===== src/rtl/lst_pkg.sv =====
package lst_pkg;
  localparam int SIG_W         = 64;
  localparam int WORD_W        = 32;
  localparam int SHIFT_N       = 50;
  localparam int CAP_N         = 25;
  localparam int SHIFT_W       = $clog2(SHIFT_N + 1);
  localparam int CAP_W         = $clog2(CAP_N + 1);
  localparam logic [SIG_W-1:0] FB_POLY = 64'h0000_0000_0000_001B;

  typedef enum logic [1:0] {ST_IDLE, ST_RUN, ST_FINISH} lstState_t;

  typedef struct packed {
    logic clear;
    logic shiftStep;
    logic capStep;
    logic compare;
    logic abort;
  } lstStrobe_t;

  function automatic logic [SIG_W-1:0] lfsrAdvance(input logic [SIG_W-1:0] s);
    return {s[SIG_W-2:0], 1'b0} ^ (s[SIG_W-1] ? FB_POLY : '0);
  endfunction

  function automatic logic [SIG_W-1:0] misrAbsorb(input logic [SIG_W-1:0] m,
                                                  input logic [SIG_W-1:0] d);
    return lfsrAdvance(m) ^ d;
  endfunction
endpackage


===== src/rtl/lst_seq_ctrl.sv =====
module lst_seq_ctrl
  import lst_pkg::*;
#(
  parameter int PAT_W = 16,
  parameter int DIV_W = 4
) (
  input  logic               clk,
  input  logic               rstN,
  input  logic               start,
  input  logic               abortReq,
  input  logic [PAT_W-1:0]   patStop,
  input  logic [DIV_W-1:0]   shiftDiv,
  output lstStrobe_t         strb,
  output logic               busy,
  output logic [PAT_W-1:0]   patCount,
  output logic [SHIFT_W-1:0] shiftCount,
  output logic [CAP_W-1:0]   capCount
);
  lstState_t          state;
  logic [PAT_W-1:0]   patStopQ;
  logic [DIV_W-1:0]   divQ;
  logic [DIV_W-1:0]   divCnt;
  logic               inShift;
  logic               tick;
  logic               stepEn;
  logic               lastShift;
  logic               lastCap;
  logic               lastPat;

  assign tick      = (divCnt == divQ);
  assign stepEn    = (state == ST_RUN) && !abortReq && tick;
  assign lastShift = (shiftCount == SHIFT_W'(SHIFT_N - 1));
  assign lastCap   = (capCount == CAP_W'(CAP_N - 1));
  assign lastPat   = ((patCount + PAT_W'(1)) == patStopQ);

  always_comb begin
    strb           = '0;
    strb.clear     = (state == ST_IDLE) && start;
    strb.shiftStep = stepEn && inShift;
    strb.capStep   = stepEn && !inShift;
    strb.compare   = (state == ST_FINISH);
    strb.abort     = (state == ST_RUN) && abortReq;
  end

  assign busy = (state != ST_IDLE);

  always_ff @(posedge clk or negedge rstN) begin
    if (!rstN) begin
      state      <= ST_IDLE;
      patStopQ   <= '0;
      divQ       <= '0;
      divCnt     <= '0;
      inShift    <= 1'b1;
      patCount   <= '0;
      shiftCount <= '0;
      capCount   <= '0;
    end else begin
      unique case (state)
        ST_IDLE: begin
          if (start) begin
            patStopQ   <= patStop;
            divQ       <= shiftDiv;
            divCnt     <= '0;
            inShift    <= 1'b1;
            patCount   <= '0;
            shiftCount <= '0;
            capCount   <= '0;
            state      <= (patStop == '0) ? ST_FINISH : ST_RUN;
          end
        end
        ST_RUN: begin
          if (abortReq) begin
            state <= ST_IDLE;
          end else if (tick) begin
            divCnt <= '0;
            if (inShift) begin
              shiftCount <= shiftCount + SHIFT_W'(1);
              if (lastShift) inShift <= 1'b0;
            end else begin
              capCount <= capCount + CAP_W'(1);
              if (lastCap) begin
                patCount <= patCount + PAT_W'(1);
                if (lastPat) begin
                  state <= ST_FINISH;
                end else begin
                  shiftCount <= '0;
                  capCount   <= '0;
                  inShift    <= 1'b1;
                end
              end
            end
          end else begin
            divCnt <= divCnt + DIV_W'(1);
          end
        end
        ST_FINISH: state <= ST_IDLE;
        default:   state <= ST_IDLE;
      endcase
    end
  end
endmodule


===== src/rtl/lst_sig_path.sv =====
module lst_sig_path
  import lst_pkg::*;
#(
  parameter logic [SIG_W-1:0] STUB_SEED = 64'h0123_4567_89AB_CDEF
) (
  input  logic              clk,
  input  logic              rstN,
  input  lstStrobe_t        strb,
  input  logic [WORD_W-1:0] expLo,
  input  logic [WORD_W-1:0] expHi,
  input  logic              faultMapUnrec,
  output logic [SIG_W-1:0]  signature,
  output logic              done,
  output logic              pass,
  output logic              faultRec,
  output logic              resetReq,
  output logic              aborted
);
  localparam int WORDS = SIG_W / WORD_W;

  logic [SIG_W-1:0]  stubQ;
  logic [SIG_W-1:0]  expFull;
  logic [WORDS-1:0]  wordEq;
  logic              sigMatch;

  assign expFull = {expHi, expLo};

  for (genvar w = 0; w < WORDS; w++) begin : g_cmp
    assign wordEq[w] = (signature[w*WORD_W +: WORD_W] == expFull[w*WORD_W +: WORD_W]);
  end
  assign sigMatch = &wordEq;

  always_ff @(posedge clk or negedge rstN) begin
    if (!rstN) begin
      stubQ     <= STUB_SEED;
      signature <= '0;
    end else if (strb.clear) begin
      stubQ     <= STUB_SEED;
      signature <= '0;
    end else begin
      if (strb.shiftStep || strb.capStep) stubQ <= lfsrAdvance(stubQ);
      if (strb.capStep) signature <= misrAbsorb(signature, stubQ);
    end
  end

  always_ff @(posedge clk or negedge rstN) begin
    if (!rstN) begin
      done     <= 1'b0;
      pass     <= 1'b0;
      faultRec <= 1'b0;
      resetReq <= 1'b0;
      aborted  <= 1'b0;
    end else if (strb.clear) begin
      done     <= 1'b0;
      pass     <= 1'b0;
      faultRec <= 1'b0;
      resetReq <= 1'b0;
      aborted  <= 1'b0;
    end else if (strb.compare) begin
      done     <= 1'b1;
      pass     <= sigMatch;
      faultRec <= !sigMatch && !faultMapUnrec;
      resetReq <= !sigMatch && faultMapUnrec;
    end else if (strb.abort) begin
      done     <= 1'b1;
      pass     <= 1'b0;
      aborted  <= 1'b1;
    end
  end
endmodule


===== src/rtl/logic_selftest_part.sv =====
module logic_selftest_part
  import lst_pkg::*;
#(
  parameter int PAT_W = 16,
  parameter int DIV_W = 4,
  parameter logic [63:0] STUB_SEED = 64'h0123_4567_89AB_CDEF
) (
  input  logic               clk,
  input  logic               rstN,
  input  logic               start,
  input  logic               abortReq,
  input  logic [PAT_W-1:0]   patStop,
  input  logic [DIV_W-1:0]   shiftDiv,
  input  logic [31:0]        expLo,
  input  logic [31:0]        expHi,
  input  logic               faultMapUnrec,
  output logic               busy,
  output logic               done,
  output logic               pass,
  output logic               faultRec,
  output logic               resetReq,
  output logic               aborted,
  output logic [63:0]        signature,
  output logic [PAT_W-1:0]   patCount,
  output logic [5:0]         shiftCount,
  output logic [4:0]         capCount
);
  lstStrobe_t strb;

  lst_seq_ctrl #(.PAT_W(PAT_W), .DIV_W(DIV_W)) u_ctrl (
    .clk(clk), .rstN(rstN), .start(start), .abortReq(abortReq),
    .patStop(patStop), .shiftDiv(shiftDiv), .strb(strb), .busy(busy),
    .patCount(patCount), .shiftCount(shiftCount), .capCount(capCount)
  );

  lst_sig_path #(.STUB_SEED(STUB_SEED)) u_path (
    .clk(clk), .rstN(rstN), .strb(strb), .expLo(expLo), .expHi(expHi),
    .faultMapUnrec(faultMapUnrec), .signature(signature), .done(done),
    .pass(pass), .faultRec(faultRec), .resetReq(resetReq), .aborted(aborted)
  );
endmodule


===== config.mk =====
export PLATFORM = sky130hd
export DESIGN_NAME = logic_selftest_part
export DESIGN_NICKNAME = d
export VERILOG_FILES = /design/src/rtl/lst_pkg.sv /design/src/rtl/lst_seq_ctrl.sv /design/src/rtl/lst_sig_path.sv /design/src/rtl/logic_selftest_part.sv
export SDC_FILE = /design/constraint.sdc
export NUM_CORES = 1
export LEC_CHECK = 0
export CORE_MARGIN = 2
export CORE_UTILIZATION = 50
export DETAILED_ROUTE_END_ITERATION = 6
export PLACE_DENSITY = 0.77
export SLEW_MARGIN = 10
export SYNTH_ARGS = -nofsm -noshare
export SYNTH_HDL_FRONTEND = slang
export SYNTH_SLANG_ARGS = --single-unit

===== constraint.sdc =====
create_clock -name clk -period 3.2 [get_ports clk]
set_input_delay 0.64 -clock clk [delete_from_list [all_inputs] [get_ports clk]]
set_output_delay 0.64 -clock clk [all_outputs]
set_load 0.01 [all_outputs]

### Word-level counts from Yosys, hierarchy flattened

Cells that the tools add are included.

* multiply operators: 0
* shift operators: 0
* add/sub/neg operators: 4
* reductions and logical operators: 31
* $lt $le $gt $ge: 0
* muxes and demuxes: 58
* bitwise logic cells: 3
* eq/ne operators: 20
* div/mod/pow operators: 0

Operator list (count)
* 64-bit two-way mux: 4
* 64-bit XOR: 3
* 16-bit two-way mux: 5
* 32-bit equality test: 2
* 5-bit two-way mux: 8
* 6-bit two-way mux: 6
* 16-bit one-hot mux with 2 select lines: 1
* 1-bit two-way mux: 19
* 16-bit by 1-bit adder with 16-bit output, second input constant: 1
* 16-bit equality test: 1
* 16-bit logical NOT: 1
* 2-bit two-way mux: 7
* 4-bit two-way mux: 3
* 3-bit by 2-bit != test with 1-bit output, second input constant: 4
* 6-bit one-hot mux with 2 select lines: 1
* 6-bit AND reduction: 2
* 2-bit nonzero test: 6
* 5-bit one-hot mux with 2 select lines: 1
* 5-bit AND reduction: 2
* 1-bit logical AND: 8
* 4-bit one-hot mux with 2 select lines: 1
* 6-bit by 1-bit adder with 6-bit output, second input constant: 1
* 6-bit equality test, second input constant: 1
* 2-bit by 1-bit != test with 1-bit output, second input constant: 3
* 18 further kinds: 25

* ROM bits: 0
* register bits after elaboration: 187
* latch bits: 0
* bits in writable memories: 0
* bits of input ports: 89
* memories kept: 0
* logic and storage cells: 131

### Depth between registers and ports, before layout

Gate-level depths: netlist of run 1.

* depth in word-level cells: 8
* gate-level depth with buffers: 10

### Cells and area by module

Synthesis of run 1 repeated with hierarchy kept, for this count alone.

* cells, all modules: 1028
* area, all modules: 9973.3 um^2

By module, submodules not included
* lst_sig_path: cells each 666, instances 1, sequential area each 3368.2 um^2, area each 6563.8 um^2
* lst_seq_ctrl: cells each 362, instances 1, sequential area each 1352.5 um^2, area each 3409.5 um^2

### Worst setup path after synthesis of run 1

No wires, ideal clock.

* path kind: register to register
* start point: register u_ctrl.patCount[0]
* end point: register u_ctrl.shiftCount[5]
* required time: 3.122 ns
* slack: 0.366 ns
* clock period less this slack: 2.834 ns
* data arrival time: 2.757 ns
* cell stages (with the launch flop): 11
* cells stage by stage: dfrtp_1 ha_1 and4_1 buf_6 nand4_4 mux2_4 o31a_1 o211ai_2 o21ai_2 or4_1 a21boi_1

* cells in the longest elaborated chain, start to end: 4

RTL lines
* from (decl): line lst_seq_ctrl.sv:15 `output logic [PAT_W-1:0] patCount,`
* from (signal assigned): line lst_seq_ctrl.sv:82 `patCount <= patCount + PAT_W'(1);`
* 16-bit by 1-bit adder with 16-bit output: line lst_seq_ctrl.sv:34 `assign lastPat = ((patCount + PAT_W'(1)) == patStopQ);`
* 16-bit equality test: line lst_seq_ctrl.sv:34
* 3-bit by 2-bit != test with 1-bit output (no line)
* 6-bit AND reduction (no line)
* to (signal assigned): line lst_seq_ctrl.sv:77 `shiftCount <= shiftCount + SHIFT_W'(1);`
* to (decl): line lst_seq_ctrl.sv:16 `output logic [SHIFT_W-1:0] shiftCount,`

No other way between the ends.
A chain may end at the register's enable or synchronous reset.

### Worst setup path after layout of run 1

* start point: register u_ctrl.patCount[0]
* end point: register u_ctrl.shiftCount[3]

The elaborated chain is that of the path after synthesis.

==> impl_metrics.csv, run 1 <==
group,metric,value,unit
timing,fmax,337,MHz
cells_and_area,final_util,65.6,%
placement,place_congestion,0.858,
placement,numPortBuffers,185,
global_routing,grt_pass1_wl,43300,um
synth,async_reset_ff_share,100,%
clock_network,h-tree-depth,4,
clock_network,clock_sink_count,187,
synth,syn_area_per_cell,9.25,sq um
critical_path,crit_chain,"ha_1 -> and4_1 -> nand4_4 -> mux2_4 -> o31a_1 -> o211ai_2 -> o21ai_2 -> buf_4 -> or3_1 -> a21boi_0",
global_routing,grt_usage,27.4,%
floorplan,io_pins,186,
placement,dpl.hpwl,18800,um
global_routing,grt_antenna_before_repair,0,
cells_and_area,synthToLayoutAreaGrowth,27.8,%
placement,dpl_worst_slack,306,ps
timing,period_share,92.9,%
clock_network,clk_pin_slew,70,ps
drt,drc,0,
global_routing,grt_max_degree,138,
min_path,worst_hold_path_type,"in2async",
floorplan,start_util,51.3,%
drt,routed_wl,27200,um
pwr,p_per_area,876,nW/um^2
timing,fin_tns_setup,0,ps
clock_network,cts_tree,"done",
cells_and_area,nFillCells,1523,
cells_and_area,final_common_cell,"nand2_1",
clock_network,numCtsBuffers,17,
drt,drtAntennaViolNets,0,
floorplan,row_count,50,
clock_network,cts_root_buf,"clkbuf_16",
cells_and_area,final_area,12400,sq um
drt,first_pass_iters,5,
synth,synth_area,9660,sq um
critical_path,cp_max_fo,9,
clock_network,clk_latency,440,ps
floorplan,die_area,20500,sq um
synth,syn_inst,1045,
timing,fin_ws,228,ps
floorplan,die_y,143,um
run_status,status,"completed",
synth,synthesis.nets,1140,
placement,dpl-instance-area,11800,sq um
global_routing,grt_overflow,0,
timing,period_needed,2970,ps
pwr,vdd_drop_max,607,uV
synth,ys.flop_type,"dfrtp_1",
cells_and_area,layout-drive-gt1-share,8.30,%
timing,rsz0062_at_grt,"no",
timing,slew_headroom,48.1,%
critical_path,cp.buffers_inverters,1,
pwr,leakage,5.04,nW
timing,drv_slew,0,
floorplan,coreArea,18800,sq um
critical_path,end_kind,"flop",
critical_path,crit_arrival,3330,ps
synth,ys_seq_area_share,48.9,%
critical_path,critPathMaxStageDelay,470,ps
clock_network,cts.path.max_buffers,2,
critical_path,start_kind,"flop",
global_routing,grt_pass1_vias,7889,
critical_path,critical_path_required,3560,ps
cells_and_area,fin_nets,1299,
timing,setup_viol,0,
critical_path,worstSetupPathType,"reg2reg",
cells_and_area,final_cell_mix,"282 x nand2_1, 184 x clkdlybuf4s50_1, 154 x dfrtp_1, 144 x xnor2_1, 77 x o31ai_1",
synth,ys_warn_count,0,
critical_path,path_delay_family,"simple AND/OR/NAND/NOR gates",
timing,hold_viol_final,0,
synth,synth_edf_count,0,
cells_and_area,antenna_cells,0,
drt,vias,8415,
synth,ys_seq_elements,187,
drt,dr.first_iter.drc_count,686,
timing,skew,10.6,ps
drt,viasPerCell,5.70,
synth,ys_types,62,
timing,tightest_slew,774,ps
critical_path,slowest_stage,"dfrtp_1",
run,drv_cap,0,
floorplan,dieWidth,143,um
drt,wl_per_cell,18.4,um
[worst paths after layout]
| check | startpoint | to | slack [ps] | depth (start not counted) |
|---|---|---|---|---|
| min in group clk | u_path.stubQ[5] | u_path.stubQ[6] | 470 | 2 |
| max | u_ctrl.patCount[0] | u_ctrl.shiftCount[3] | 230 | 10 |
| max in group asynchronous | rstN | u_ctrl.inShift | 2110 | 2 |
| max reg2reg | u_ctrl.patCount[0] | u_ctrl.shiftCount[3] | 230 | 10 |
| min | rstN | u_path.signature[35] | 190 | 1 |
| min reg2reg | u_path.stubQ[5] | u_path.stubQ[6] | 470 | 2 |
[metrics by stage]
stage	total power [W]	std cells	hold slack, ps
finish	0.0108	1477	185
global route	0.0115	1477	236
CTS	0.0108	1477	222
detailed placement	0.00870	1445	465
global placement	0.00859	1445	455
floorplan	0.00678	1045	344
[power breakdown]
group | leakage (nW) | internal, W | total [W] | switching (W)
clock network | 0.289 | 0.00111 | 0.00211 | 0.00100
logic | 2.38 | 0.00217 | 0.00431 | 0.00214
registers | 2.37 | 0.00332 | 0.00441 | 0.00110
total | 5.04 | 0.00659 | 0.0108 | 0.00424
[logic make-up (layout without fill, tap and decap cells)]
family / Yosys count / after routing / share of synthesized area (%)
AND/OR/NAND/NOR: 441 / 441 / 20.5
XOR/XNOR: 157 / 157 / 14.2
buffers and inverters: 67 / 239 / 2.77
adder cells (fa/ha/maj): 6 / 6 / 0.777
multiplexers: 2 / 2 / 0.259
AO/OA/AOI/OAI: 185 / 185 / 12.6
flip-flops: 187 / 187 / 48.9
[synth_stat cells, types with 6 or more instances]
cell type | count | area [sq um]
o21ai_0 | 65 | 325
nor4_1 | 11 | 68.8
nor3_1 | 7 | 35.0
xnor2_1 | 144 | 1260
dfrtp_1 | 154 | 3850
xor2_1 | 13 | 114
nor2_1 | 29 | 109
a21oi_1 | 13 | 65.1
dfstp_2 | 33 | 867
clkbuf_1 | 53 | 199
o31ai_1 | 78 | 586
ha_1 | 6 | 75.1
nand3_1 | 46 | 230
nand2_1 | 282 | 1060
nand4_1 | 26 | 163
[timing repair]
item,4_1_cts,5_1_grt
buffers inserted,0,0
hold buffers,0,0
setup endpoints to repair,0,1
resized for setup,0,1
[layout make-up]
| class | instances | area, sq um | area share (%) |
|---|---|---|---|
| clock buffers | 17 | 425 | 3.44 |
| clock inverters | 15 | 153 | 1.24 |
| inverters | 5 | 18.8 | 0.152 |
| multi-input cells | 791 | 4700 | 38.1 |
| flip-flops and latches | 187 | 4720 | 38.2 |
| well taps | 260 | 325 | 2.63 |
| repair buffers | 202 | 2010 | 16.2 |
[metal layers]
layer,up-vias,part of all wire (%),global-route usage (%)
met2,349,47,43.2
li1,3896,-,-
met1,4118,41,36.5
met5,-,0,0
met4,0,3.2,10.1
met3,52,8.2,7.31
[sequential cells by signal, indices dropped and copies added, names as in the netlist, 2 cells and up]
name / cells
u_ctrl.patStopQ: 16
u_ctrl.divQ: 4
u_path.signature: 64
u_ctrl.shiftCount: 6
u_ctrl.state: 2
u_ctrl.capCount: 5
u_path.stubQ: 64
u_ctrl.divCnt: 4
u_ctrl.patCount: 16
Note: power is estimated with default switching activity, not from simulation.
==> run 2: changes to the inputs <==
--- a/config.mk
+++ b/config.mk
@@ -5,6 +5,7 @@
 export SDC_FILE = /design/constraint.sdc
 export NUM_CORES = 1
 export LEC_CHECK = 0
+export CORE_ASPECT_RATIO = 1.5
 export CORE_MARGIN = 2
 export CORE_UTILIZATION = 50
 export DETAILED_ROUTE_END_ITERATION = 6
==> run 2 against run 1 <==
Effect of this change:
- non-clock buffer count is the same
- clock power up 4%
- global-route usage is 0.62 points higher
- clock skew shrank 0.57 ps
- register-to-register slack improved by 40 ps
- critical path depth fell by 1
- final cell count fell by 0.27%
- wire length grew 4.1%
- combinational power about the same
- fmax grew 1.5%
- critical endpoint is now u_ctrl.shiftCount[5]
==> impl_metrics.csv, run 2 (synthesized netlist as in run 1, its figures left out) <==
group,metric,value,unit
pwr,pwr-share-clk,20.0,%
floorplan,die_area,20500,sq um
floorplan,dieWidth,118,um
drt,first_pass_iters,5,
pwr,comb_power_share,39.5,%
pwr,p_int,0.00673,W
critical_path,worstSetupPathType,"reg2reg",
pwr,vdd_drop_max,648,uV
timing,skew,10.1,ps
timing,rsz0062_at_grt,"no",
clock_network,postCtsHoldBufs,0,
placement,dpl-instance-area,11800,sq um
global_routing,grt_antenna_before_repair,0,
pwr,switchingPower,0.00425,W
timing,tightest_slew,873,ps
clock_network,cts_setup_buffers,0,
drt,drc,0,
floorplan,io_pins,186,
clock_network,cts_tree,"done",
cells_and_area,synthToLayoutAreaGrowth,28.2,%
drt,routed_wl,28300,um
drt,wl_per_cell,19.2,um
timing,setup_viol,0,
global_routing,grt_usage,28.0,%
global_routing,grt_pass1_vias,8255,
floorplan,coreArea,19100,sq um
global_routing,grt_util_met3,4.82,%
critical_path,crit_arrival,3290,ps
run,drv_cap,0,
drt,dr.first_iter.drc_count,863,
placement,numPortBuffers,185,
pwr,seqPwrFrac,40.5,%
pwr,switching_share,38.7,%
cells_and_area,layout-drive-gt1-share,8.22,%
critical_path,critical_path_required,3560,ps
timing,fmax,342,MHz
timing,fin_tns_setup,0,ps
floorplan,start_util,50.6,%
cells_and_area,final_common_cell,"nand2_1",
timing,hold_viol_final,0,
cells_and_area,antenna_cells,0,
cells_and_area,final_cell_mix,"282 x nand2_1, 184 x clkdlybuf4s50_1, 154 x dfrtp_1, 144 x xnor2_1, 78 x o31ai_1",
clock_network,clk_pin_slew,70,ps
timing,slew_headroom,41.4,%
global_routing,grt_max_degree,138,
clock_network,numCtsBuffers,17,
global_routing,top_usage_layer,"met2",
clock_network,cts_root_buf,"clkbuf_16",
timing,period_share,91.5,%
min_path,worst_hold_path_type,"in2async",
timing,drv_slew,0,
drt,vias,8415,
critical_path,start_kind,"flop",
critical_path,end_kind,"flop",
run_status,status,"completed",
floorplan,die_y,174,um
global_routing,grt_pass1_wl,44900,um
drt,viasPerCell,5.71,
cells_and_area,top_regs,"u_path.signature x64, u_path.stubQ x64",
floorplan,row_count,62,
placement,dpl.hpwl,19700,um
global_routing,grt_use_met2,50.4,%
timing,period_needed,2930,ps
clock_network,cts.path.max_buffers,2,
cells_and_area,nFillCells,1599,
cells_and_area,fin_nets,1299,
critical_path,regToRegSetupSlack,270,ps
drt,drtAntennaViolNets,0,
cells_and_area,final_util,64.9,%
clock_network,cts_resized,0,
clock_network,clock_sink_count,187,
placement,place_congestion,0.903,
pwr,p_per_area,886,nW/um^2
clock_network,clk_latency,440,ps
cells_and_area,final_area,12400,sq um
pwr,leakage,5.05,nW
global_routing,met1_usage,33.1,%
clock_network,h-tree-depth,4,
critical_path,cp_max_fo,8,
global_routing,grt_overflow,0,
run 2: cell count changes in the layout (fill, tap and decap cells not counted), sizes merged:
cell / before / now
bufinv: 1 / 2
clkbuf: 17 / 21
clkinv: 5 / 4
clkinvlp: 0 / 2
inv: 14 / 8
run 2: path summary, 6_finish.rpt:
kind | startpoint | to | depth (start not counted)
worst max register to register | u_ctrl.patCount[0] | u_ctrl.shiftCount[5] | 9
min in group clk | u_path.stubQ[15] | u_path.stubQ[16] | 2
worst min register to register | u_path.stubQ[15] | u_path.stubQ[16] | 2
max in group asynchronous | rstN | u_path.stubQ[40] | 2
worst min-delay path | rstN | u_ctrl.shiftCount[5] | 1
worst max-delay path | u_ctrl.patCount[0] | u_ctrl.shiftCount[5] | 9
run 2: area by class of cell:
type | instances | area (sq um) | area share [%]
Clock buffer | 21 | 480 | 3.88
Clock inverter | 11 | 133 | 1.07
Inverter | 5 | 18.8 | 0.151
Multi-Input combinational cell | 791 | 4700 | 37.9
Sequential cell | 187 | 4720 | 38.1
Tap cell | 256 | 320 | 2.59
Timing Repair Buffer | 202 | 2020 | 16.3
run 2: power by group through the flow:
stage	logic [W]	clock network [W]	registers, W
floorplan	0.00248	0	0.00430
global placement	0.00421	0	0.00445
detailed placement	0.00433	0	0.00446
CTS	0.00437	0.00222	0.00444
global route	0.00472	0.00232	0.00457
finish	0.00434	0.00219	0.00445
run 2: critical path: stages (launching register included):
cell	delay [ps]
dfrtp_1	480
ha_1	260
and4_1	270
nand4_4	160
mux2_4	330
o31a_1	240
o211ai_2	300
o21ai_2	150
or4_1	510
a21boi_1	150
run 2: layer usage:
metal / vias to the layer above / wire length [um]
li1: 3887 / -
met1: 4170 / 10900
met2: 307 / 15100
met3: 51 / 1440
met4: 0 / 865
met5: - / 0
run 2: through the flow:
stage | hold WS [ps] | setup slack [ps] | power (W) | instances
after CTS | 233 | 300 | 0.0110 | 1473
final | 215 | 273 | 0.0110 | 1473
after global placement | 456 | 389 | 0.00865 | 1441
after detailed placement | 462 | 325 | 0.00878 | 1441
after global routing | 263 | 57.6 | 0.0116 | 1473
after floorplan | 344 | 366 | 0.00678 | 1045
